### src/rtl/mmp_pkg.sv
package mmp_pkg;

   typedef enum logic {
      BAND_LO = 1'b0,
      BAND_HI = 1'b1
   } band_e;

   typedef struct packed {
      band_e band;
      logic  mod;
   } mode_t;

   // Core encodings selectable by parameter
   localparam int CORE_BINARY = 0;
   localparam int CORE_ONEHOT = 1;

   // Division ratio of one output cycle for a given chain length and mode
   function automatic int ratio(input int stages, input logic band, input logic mod);
      int base;
      base = 1 << stages;
      if (band == 1'b0)
         return 2 * base + (mod ? 0 : 1);
      else
         return 3 * base - (mod ? 0 : 1);
   endfunction

endpackage

### src/rtl/mmp_core23.sv
module mmp_core23 #(
   parameter int STYLE = 0
) (
   input  logic clk,
   input  logic rst,
   input  logic div2,
   output logic tick
);
   import mmp_pkg::*;

   if (STYLE != CORE_BINARY && STYLE != CORE_ONEHOT) begin : g_bad_style
      $error("mmp_core23: unsupported STYLE %0d", STYLE);
   end

   if (STYLE == CORE_ONEHOT) begin : g_onehot
      logic [2:0] phase;

      assign tick = div2 ? phase[1] : phase[2];

      always_ff @(posedge clk) begin
         if (rst)
            phase <= 3'b001;
         else if (tick)
            phase <= 3'b001;
         else
            phase <= {phase[1:0], 1'b0};
      end
   end else begin : g_binary
      logic [1:0] cnt;

      assign tick = div2 ? (cnt == 2'd1) : (cnt == 2'd2);

      always_ff @(posedge clk) begin
         if (rst)
            cnt <= 2'd0;
         else if (tick)
            cnt <= 2'd0;
         else
            cnt <= cnt + 2'd1;
      end
   end

endmodule

### src/rtl/mmp_div2_stage.sv
module mmp_div2_stage (
   input  logic clk,
   input  logic rst,
   input  logic en_in,
   output logic q,
   output logic en_out
);

   always_ff @(posedge clk) begin
      if (rst)
         q <= 1'b0;
      else if (en_in)
         q <= ~q;
   end

   // Next stage advances when this one falls from 1 to 0
   assign en_out = en_in & q;

endmodule

### src/rtl/mmp_ctrl.sv
module mmp_ctrl (
   input  logic clk,
   input  logic rst,
   input  logic band_sel,
   input  logic mod_in,
   input  logic boundary,
   input  logic at_term,
   output logic div2
);
   import mmp_pkg::*;

   mode_t mode_q;
   logic  mc;

   always_ff @(posedge clk) begin
      if (rst || boundary)
         mode_q <= '{band: band_e'(band_sel), mod: mod_in};
   end

   // NAND of inverted modulus with the chain's terminal state
   assign mc = ~((~mode_q.mod) & at_term);

   // Band multiplexer: straight control in the low band, inverted in the high band
   assign div2 = (mode_q.band == BAND_HI) ? ~mc : mc;

endmodule

### src/rtl/mmp_prescaler.sv
module mmp_prescaler #(
   parameter int STAGES     = 4,
   parameter int TERM_STATE = -1,
   parameter int CORE_STYLE = 0
) (
   input  logic clk,
   input  logic rst,
   input  logic band_sel,
   input  logic mod_in,
   output logic out_tick,
   output logic div_out
);

   localparam int CHAIN_MAX = (1 << STAGES) - 1;
   localparam int TERM      = (TERM_STATE < 0) ? CHAIN_MAX : TERM_STATE;
   localparam logic [STAGES-1:0] TERM_V = STAGES'(TERM);

   if (STAGES < 1 || STAGES > 10) begin : g_bad_stages
      $error("mmp_prescaler: STAGES %0d out of range 1..10", STAGES);
   end
   if (TERM > CHAIN_MAX) begin : g_bad_term
      $error("mmp_prescaler: TERM_STATE %0d exceeds chain range", TERM);
   end

   logic              core_tick;
   logic              core_div2;
   logic [STAGES:0]   carry;
   logic [STAGES-1:0] chain;
   logic              at_term;

   mmp_core23 #(.STYLE(CORE_STYLE)) u_core (
      .clk  (clk),
      .rst  (rst),
      .div2 (core_div2),
      .tick (core_tick)
   );

   assign carry[0] = core_tick;

   for (genvar i = 0; i < STAGES; i++) begin : g_stage
      mmp_div2_stage u_st (
         .clk    (clk),
         .rst    (rst),
         .en_in  (carry[i]),
         .q      (chain[i]),
         .en_out (carry[i+1])
      );
   end

   assign at_term = (chain == TERM_V);

   mmp_ctrl u_ctrl (
      .clk      (clk),
      .rst      (rst),
      .band_sel (band_sel),
      .mod_in   (mod_in),
      .boundary (carry[STAGES]),
      .at_term  (at_term),
      .div2     (core_div2)
   );

   assign out_tick = carry[STAGES];
   assign div_out  = chain[STAGES-1];

endmodule

### config.mk
export PLATFORM = sky130hd
export DESIGN_NAME = mmp_prescaler
export DESIGN_NICKNAME = d
export VERILOG_FILES = /design/src/rtl/mmp_pkg.sv /design/src/rtl/mmp_core23.sv /design/src/rtl/mmp_div2_stage.sv /design/src/rtl/mmp_ctrl.sv /design/src/rtl/mmp_prescaler.sv
export SDC_FILE = /design/constraint.sdc
export NUM_CORES = 1
export LEC_CHECK = 0
export ABC_AREA = 1
export BUFFER_PORTS_ARGS = -buffer_cell sky130_fd_sc_hd__buf_4
export CAP_MARGIN = 20
export CORE_AREA = 3 3 40 42
export DETAILED_ROUTE_END_ITERATION = 16
export DIE_AREA = 0 0 43 45
export PLACE_DENSITY = 0.49
export SLEW_MARGIN = 20
export SYNTH_ARGS = -nofsm -noshare
export SYNTH_HDL_FRONTEND = slang
export SYNTH_SLANG_ARGS = --single-unit
### constraint.sdc
create_clock -name clk -period 1.92 [get_ports clk]
set_input_delay 0.096 -clock clk [delete_from_list [all_inputs] [get_ports clk]]
set_output_delay 0.096 -clock clk [all_outputs]
set_load 0.1 [all_outputs]
==> flow_metrics.env, run 1 <==
export IMPL_cts_made_buffers=3
export IMPL_fp_dieW_um=43
export IMPL_ys_seq_elements=8
export IMPL_via_per_inst=4.21
export IMPL_yosysUniqueCellTypes=13
export IMPL_antenna_found_initial=0
export IMPL_rows=13
export IMPL_clk_latency_ps=260
export IMPL_p_per_area_nw_per_um2=773
export IMPL_clkSlewWorstSetupHoldPaths_ps=50
export IMPL_drt_wl_total_um=659
export IMPL_cp_arrival_ps=1660
export IMPL_grt_pass1_vias=295
export IMPL_max_freq_mhz=570
export IMPL_nets=65
export IMPL_firstDrtPassIters=4
export IMPL_report_final_slew_viol_count=0
export IMPL_final_setup_viol_count=0
export IMPL_holdWs_ps=144
export IMPL_peakVddDrop_mv=0.335
export IMPL_critPathCaptureType="output port"
export IMPL_min_period_ps=1750
export IMPL_syn_inst=48
export IMPL_synth_xor_area_share_pct=0
export IMPL_critPathMaxFanout=7
export IMPL_hold_viol=0
export IMPL_drt_iter0_markers=6
export IMPL_setup_tns_ps=0
export IMPL_cp_start_kind="register"
export IMPL_yosys_area_share_simple_pct=36.5
export IMPL_grt_util_all_layers_pct=9.53
export IMPL_initial_core_util_pct=28.5
export IMPL_diodes=0
export IMPL_gp_congestion=0.710
export IMPL_vias=316
export IMPL_synth_top_family_by_area="simple AND/OR/NAND/NOR gates"
export IMPL_rsz0062_at_grt="false"
export IMPL_tightest_slew_ps=279
export IMPL_synth_nets=52
export IMPL_fin_skew_ps=4.12
export IMPL_core_um2=1280
export IMPL_dp_hpwl_um=468
export IMPL_io_buffer_count=5
export IMPL_synthToLayoutAreaGrowth_pct=34.1
export IMPL_antenna_left=0
export IMPL_htreeDepth=1
export IMPL_syn_avg_cell_area_um2=7.64
export IMPL_wl_per_cell_um=8.79
export IMPL_mostFrequentLayoutCell="nand2_1"
export IMPL_worstSetupPathType="register to output port"
export IMPL_drcViolationCount=0
export IMPL_grt_overflow_total=0
export IMPL_dp_slack_ps=312
export IMPL_slew_headroom_pct=81.6
export IMPL_status="finished clean"
export IMPL_min_period_over_period_pct=91.3
export IMPL_die_area_um2=1940
export IMPL_drive_gt1_share_pct=31.7
export IMPL_netlist_area_um2=367
export IMPL_io_pins=6
export IMPL_synthMuxAreaShare_pct=0
export IMPL_root_buffer="clkbuf_4"
export IMPL_die_h_um=45
export IMPL_final_cell_mix="10 x nand2_1, 9 x inv_1, 6 x nor2_1"
export IMPL_fin_ws_ps=167
export IMPL_fin_util_pct=38.3
export IMPL_p_leak_nw=0.229
export IMPL_cap_violations=0
export IMPL_min_path_type="primary input to register"
export IMPL_cts_tree="built"
export IMPL_grt_max_degree=8
export IMPL_ys_seq_area_share_pct=49.1
export IMPL_grt_pass1_wl_um=1210
export IMPL_required_ps=1820
export IMPL_synth_fa_ha_area_share_pct=0
export IMPL_ys_warn_count=0
export IMPL_synth_compound_area_share_pct=4.10
export IMPL_cts_sinks=8
export IMPL_clock_path_buffers=2
-- per-layer routing --
| layer | vias up | wire length (µm) | track usage [%] |
|---|---|---|---|
| met4 | 0 | 15 | 7.23 |
| met2 | 10 | 290 | 13.5 |
| met3 | 2 | 65 | 7.17 |
| li1 | 172 | - | - |
| met1 | 132 | 288 | 9.51 |
| met5 | - | 0 | 0 |
-- final cells by class --
type                    instances  area (µm²)
clock buffers                   4        26.3
fillers                       144         793
inverters                      10        41.3
multi-input cells              30         149
flip-flops and latches          8         184
well taps                      15        18.8
repair buffers                  8        72.6
-- cells in the mapped netlist --
library cell  instances  area share (%)
nand2_2               2             3.4
nand2_4               1             3.1
nand3_1               3             4.1
nand2_1              10              10
dfxtp_1               6              33
nand3_2               1             2.7
nand4_1               2             3.4
a21oi_1               2             2.7
edfxtp_1              2              16
inv_1                10              10
o21ai_0               1             1.4
nor2_1                6             6.1
nor2_2                2             3.4
-- sequential cells by signal, indices dropped and copies added (netlist names) --
signal / flops
g_stage.u_st.q: 4
u_core.g_binary.cnt: 2
u_ctrl.mode_q: 2
-- kinds of logic after synthesis --
logic type      after synthesis
simple gates                 27
buf+inv                      10
flops                         8
compound gates                3
-- where the power goes --
group / internal [mW] / total, mW / switching (mW)
Sequential: 0.185 / 0.194 / 0.00893
Combinational: 0.0188 / 0.0420 / 0.0232
Clock: 0.0799 / 0.143 / 0.0636
-- per-stage QoR --
stage,instance area [µm²],std cells,power (mW)
2_1_floorplan,372,48,0.225
3_3_place_gp,428,68,0.236
3_5_place_dp,428,68,0.236
4_1_cts,478,74,0.388
5_1_grt,492,75,0.412
6_report,492,75,0.380
-- critical path, stage by stage (launching register included) --
cell and delay (ps):
dfxtp_2 380, nand2_1 80, nor2_2 90, nand3_1 110, nand2_1 100, nand2_2 70
nand2_4 80, nand4_1 170, clkinvlp_4 130, buf_8 190
-- repair_timing --
item	CTS	global route
endpoints found under the setup margin	1	1
cloned	0	0
buffers inserted	0	1
endpoints found under the hold margin	2	0
resized for setup	1	3
hold buffers	2	0
-- worst paths after layout --
| check | start | end | slack [ps] | cells past startpoint |
|---|---|---|---|---|
| max | g_stage[0].u_st.q | out_tick | 170 | 9 |
| min | rst | g_stage[1].u_st.q | 140 | 4 |
| max reg2reg | g_stage[0].u_st.q | u_ctrl.mode_q[1] | 260 | 9 |
| min reg2reg | u_core.g_binary.cnt[0] | u_core.g_binary.cnt[0] | 420 | 1 |
Power figures use the tool's default switching activity.
==> run 2: changes to the inputs <==
ABC_AREA = not set   (was 1)
MAX_ROUTING_LAYER = met4   (was not set)
PLACE_DENSITY = 0.57   (was 0.49)
==> run 2 against run 1 <==
Sequential share of layout area down 5.5 points. Synthesized cell count fell by 8.3%. Sequential power is essentially flat. Clock power down 3%. Largest cell class is now multi-input gates.
==> flow_metrics.env, run 2 <==
export IMPL_status="finished clean"
export IMPL_clkPwrFrac_pct=34.5
export IMPL_slew_headroom_pct=81.1
export IMPL_root_buffer="clkbuf_4"
export IMPL_setup_tns_ps=0
export IMPL_cp_start_kind="register"
export IMPL_cp_arrival_ps=1740
export IMPL_vias=352
export IMPL_cts_made_buffers=3
export IMPL_clk_latency_ps=250
export IMPL_critPathCaptureType="output port"
export IMPL_die_area_um2=1940
export IMPL_synth_area_leaders="dfxtp_1 25%, edfxtp_1 13%, mux2_1 4.8%"
export IMPL_power_total_mw=0.402
export IMPL_min_period_ps=1840
export IMPL_largest_register_ffs=4
export IMPL_combPwrFrac_pct=16.7
export IMPL_firstDrtPassIters=2
export IMPL_swShare_pct=25.4
export IMPL_grt_pass1_vias=347
export IMPL_max_stage_delay_ps=510
export IMPL_diodes=0
export IMPL_seqPwrFrac_pct=48.8
export IMPL_cts_hold_buf=0
export IMPL_critPathBufInv=1
export IMPL_antenna_found_initial=0
export IMPL_ys_flop_type="dfxtp_1"
export IMPL_placed_cells=62
export IMPL_cts_tree="built"
export IMPL_fin_util_pct=44.9
export IMPL_worstSetupPathType="register to output port"
export IMPL_synth_top_area_share_pct=25.5
export IMPL_drt_wl_total_um=906
export IMPL_grt_max_degree=10
export IMPL_wl_per_cell_um=13.3
export IMPL_min_period_over_period_pct=95.8
export IMPL_dp_hpwl_um=672
export IMPL_p_switching_mw=0.102
export IMPL_crit_family="flip-flops"
export IMPL_startpoint="u_ctrl.mode_q[0]"
export IMPL_via_per_inst=5.18
export IMPL_final_cell_mix="7 x buf_4, 5 x dfxtp_1, 4 x nor2_1"
export IMPL_drt_iter0_markers=4
export IMPL_dp_slack_ps=244
export IMPL_htreeDepth=1
export IMPL_design_area_um2=577
export IMPL_holdWs_ps=18.4
export IMPL_ys_warn_count=0
export IMPL_p_leak_nw=0.209
export IMPL_max_freq_mhz=544
export IMPL_fp_dieW_um=43
export IMPL_report_final_slew_viol_count=0
export IMPL_cts_sinks=8
export IMPL_core_um2=1280
export IMPL_rsz0062_at_grt="false"
export IMPL_cp_cell_sequence="xnor2_2 > mux2_4 > nor2_4 > buf_4"
export IMPL_peakVddDrop_mv=0.276
export IMPL_grt_pass1_wl_um=1450
export IMPL_final_setup_viol_count=0
export IMPL_async_reset_ff_share_pct=0
export IMPL_power_internal_mw=0.300
export IMPL_synth_nets=48
export IMPL_nets=58
export IMPL_grt_overflow_total=0
export IMPL_syn_inst=44
export IMPL_syn_avg_cell_area_um2=10.7
export IMPL_synthToLayoutAreaGrowth_pct=22.3
export IMPL_die_h_um=45
export IMPL_slowest_stage="edfxtp_1"
export IMPL_clock_path_buffers=2
export IMPL_clkSlewWorstSetupHoldPaths_ps=60
export IMPL_r2r_cells=5
export IMPL_critPathMaxFanout=6
export IMPL_cp_num_cells=4
export IMPL_initial_core_util_pct=36.7
export IMPL_registers_top_by_ff_count="g_stage.u_st.q"
export IMPL_antenna_left=0
export IMPL_whs_path_depth=1
export IMPL_p_per_area_nw_per_um2=696
export IMPL_fin_skew_ps=2.97
export IMPL_hold_viol=0
export IMPL_synth_edf_count=2
export IMPL_placed_cell_area_um2=536
export IMPL_netlist_area_um2=472
export IMPL_gp_congestion=0.663
export IMPL_drcViolationCount=0
export IMPL_min_delay_start="band_sel"
export IMPL_postCtsResizedCells=0
export IMPL_grt_util_all_layers_pct=10.6
export IMPL_mostFrequentLayoutCell="buf_4"
export IMPL_cts_setup_buffers=0
export IMPL_fin_cells=68
export IMPL_required_ps=1820
export IMPL_synth_top_cell_by_area="dfxtp_1"
export IMPL_cap_violations=0
export IMPL_drive_gt1_share_pct=39.6
export IMPL_min_path_type="primary input to register"
export IMPL_yosysMostFrequentCell="dfxtp_1"
export IMPL_ys_seq_elements=8
export IMPL_fin_ws_ps=80.2
export IMPL_ys_seq_area_share_pct=38.2
export IMPL_netlist_top_cells_count="6 x dfxtp_1, 5 x nor2_1, 3 x nor2b_1, 3 x nor3_1"
export IMPL_top_regs="g_stage.u_st.q (4), u_core.g_binary.cnt (2), u_ctrl.mode_q (2)"
export IMPL_worstReg2RegStart="u_ctrl.mode_q[1]"
export IMPL_tightest_slew_ps=284
export IMPL_io_buffer_count=5
export IMPL_yosysUniqueCellTypes=28
export IMPL_rows=13
export IMPL_io_pins=6
-- run 2: layout make-up --
type / instances / area, µm²
fill: 129 / 708
tap: 15 / 18.8
sequential: 8 / 184
clock buffer: 4 / 26.3
multi-input combinational: 34 / 295
timing repair buffer: 7 / 52.6
-- run 2: routing by layer --
metal	share of wire, %	global-route usage [%]
met1	42	11.0
met2	54	18.0
met3	2.8	2.39
met4	0.77	7.23
met5	0	-
-- run 2: worst reg2reg max path: stages, from the launching register on --
cell      delay [ps]
edfxtp_1         490
buf_4            190
xnor2_2          130
xnor2_1          140
a211oi_2         270
mux2_1           340
-- run 2: kinds of logic (layout without fill, tap and decap cells) --
group	Yosys count	in the layout	synth area share, %
flip-flops	8	8	38.2
AND/OR/NAND/NOR	19	19	24.4
AO/OA/AOI/OAI	7	7	12.2
multiplexers	5	5	14.9
buffers and inverters	2	11	3.18
XOR/XNOR	3	3	7.16
-- run 2: power groups by stage --
stage	registers, mW	clock network [mW]	logic, mW
floorplan	0.194	0	0.0571
global placement	0.201	0	0.0571
detailed placement	0.202	0	0.0597
CTS	0.199	0.149	0.0599
global route	0.198	0.155	0.0711
finish	0.196	0.139	0.0669
-- run 2: final timing paths --
check                                               to  slack, ps
worst min-delay path                  u_ctrl.mode_q[1]         20
worst max-delay path                          out_tick         80
worst min register to register  u_core.g_binary.cnt[0]        500
worst max register to register       g_stage[3].u_st.q        250
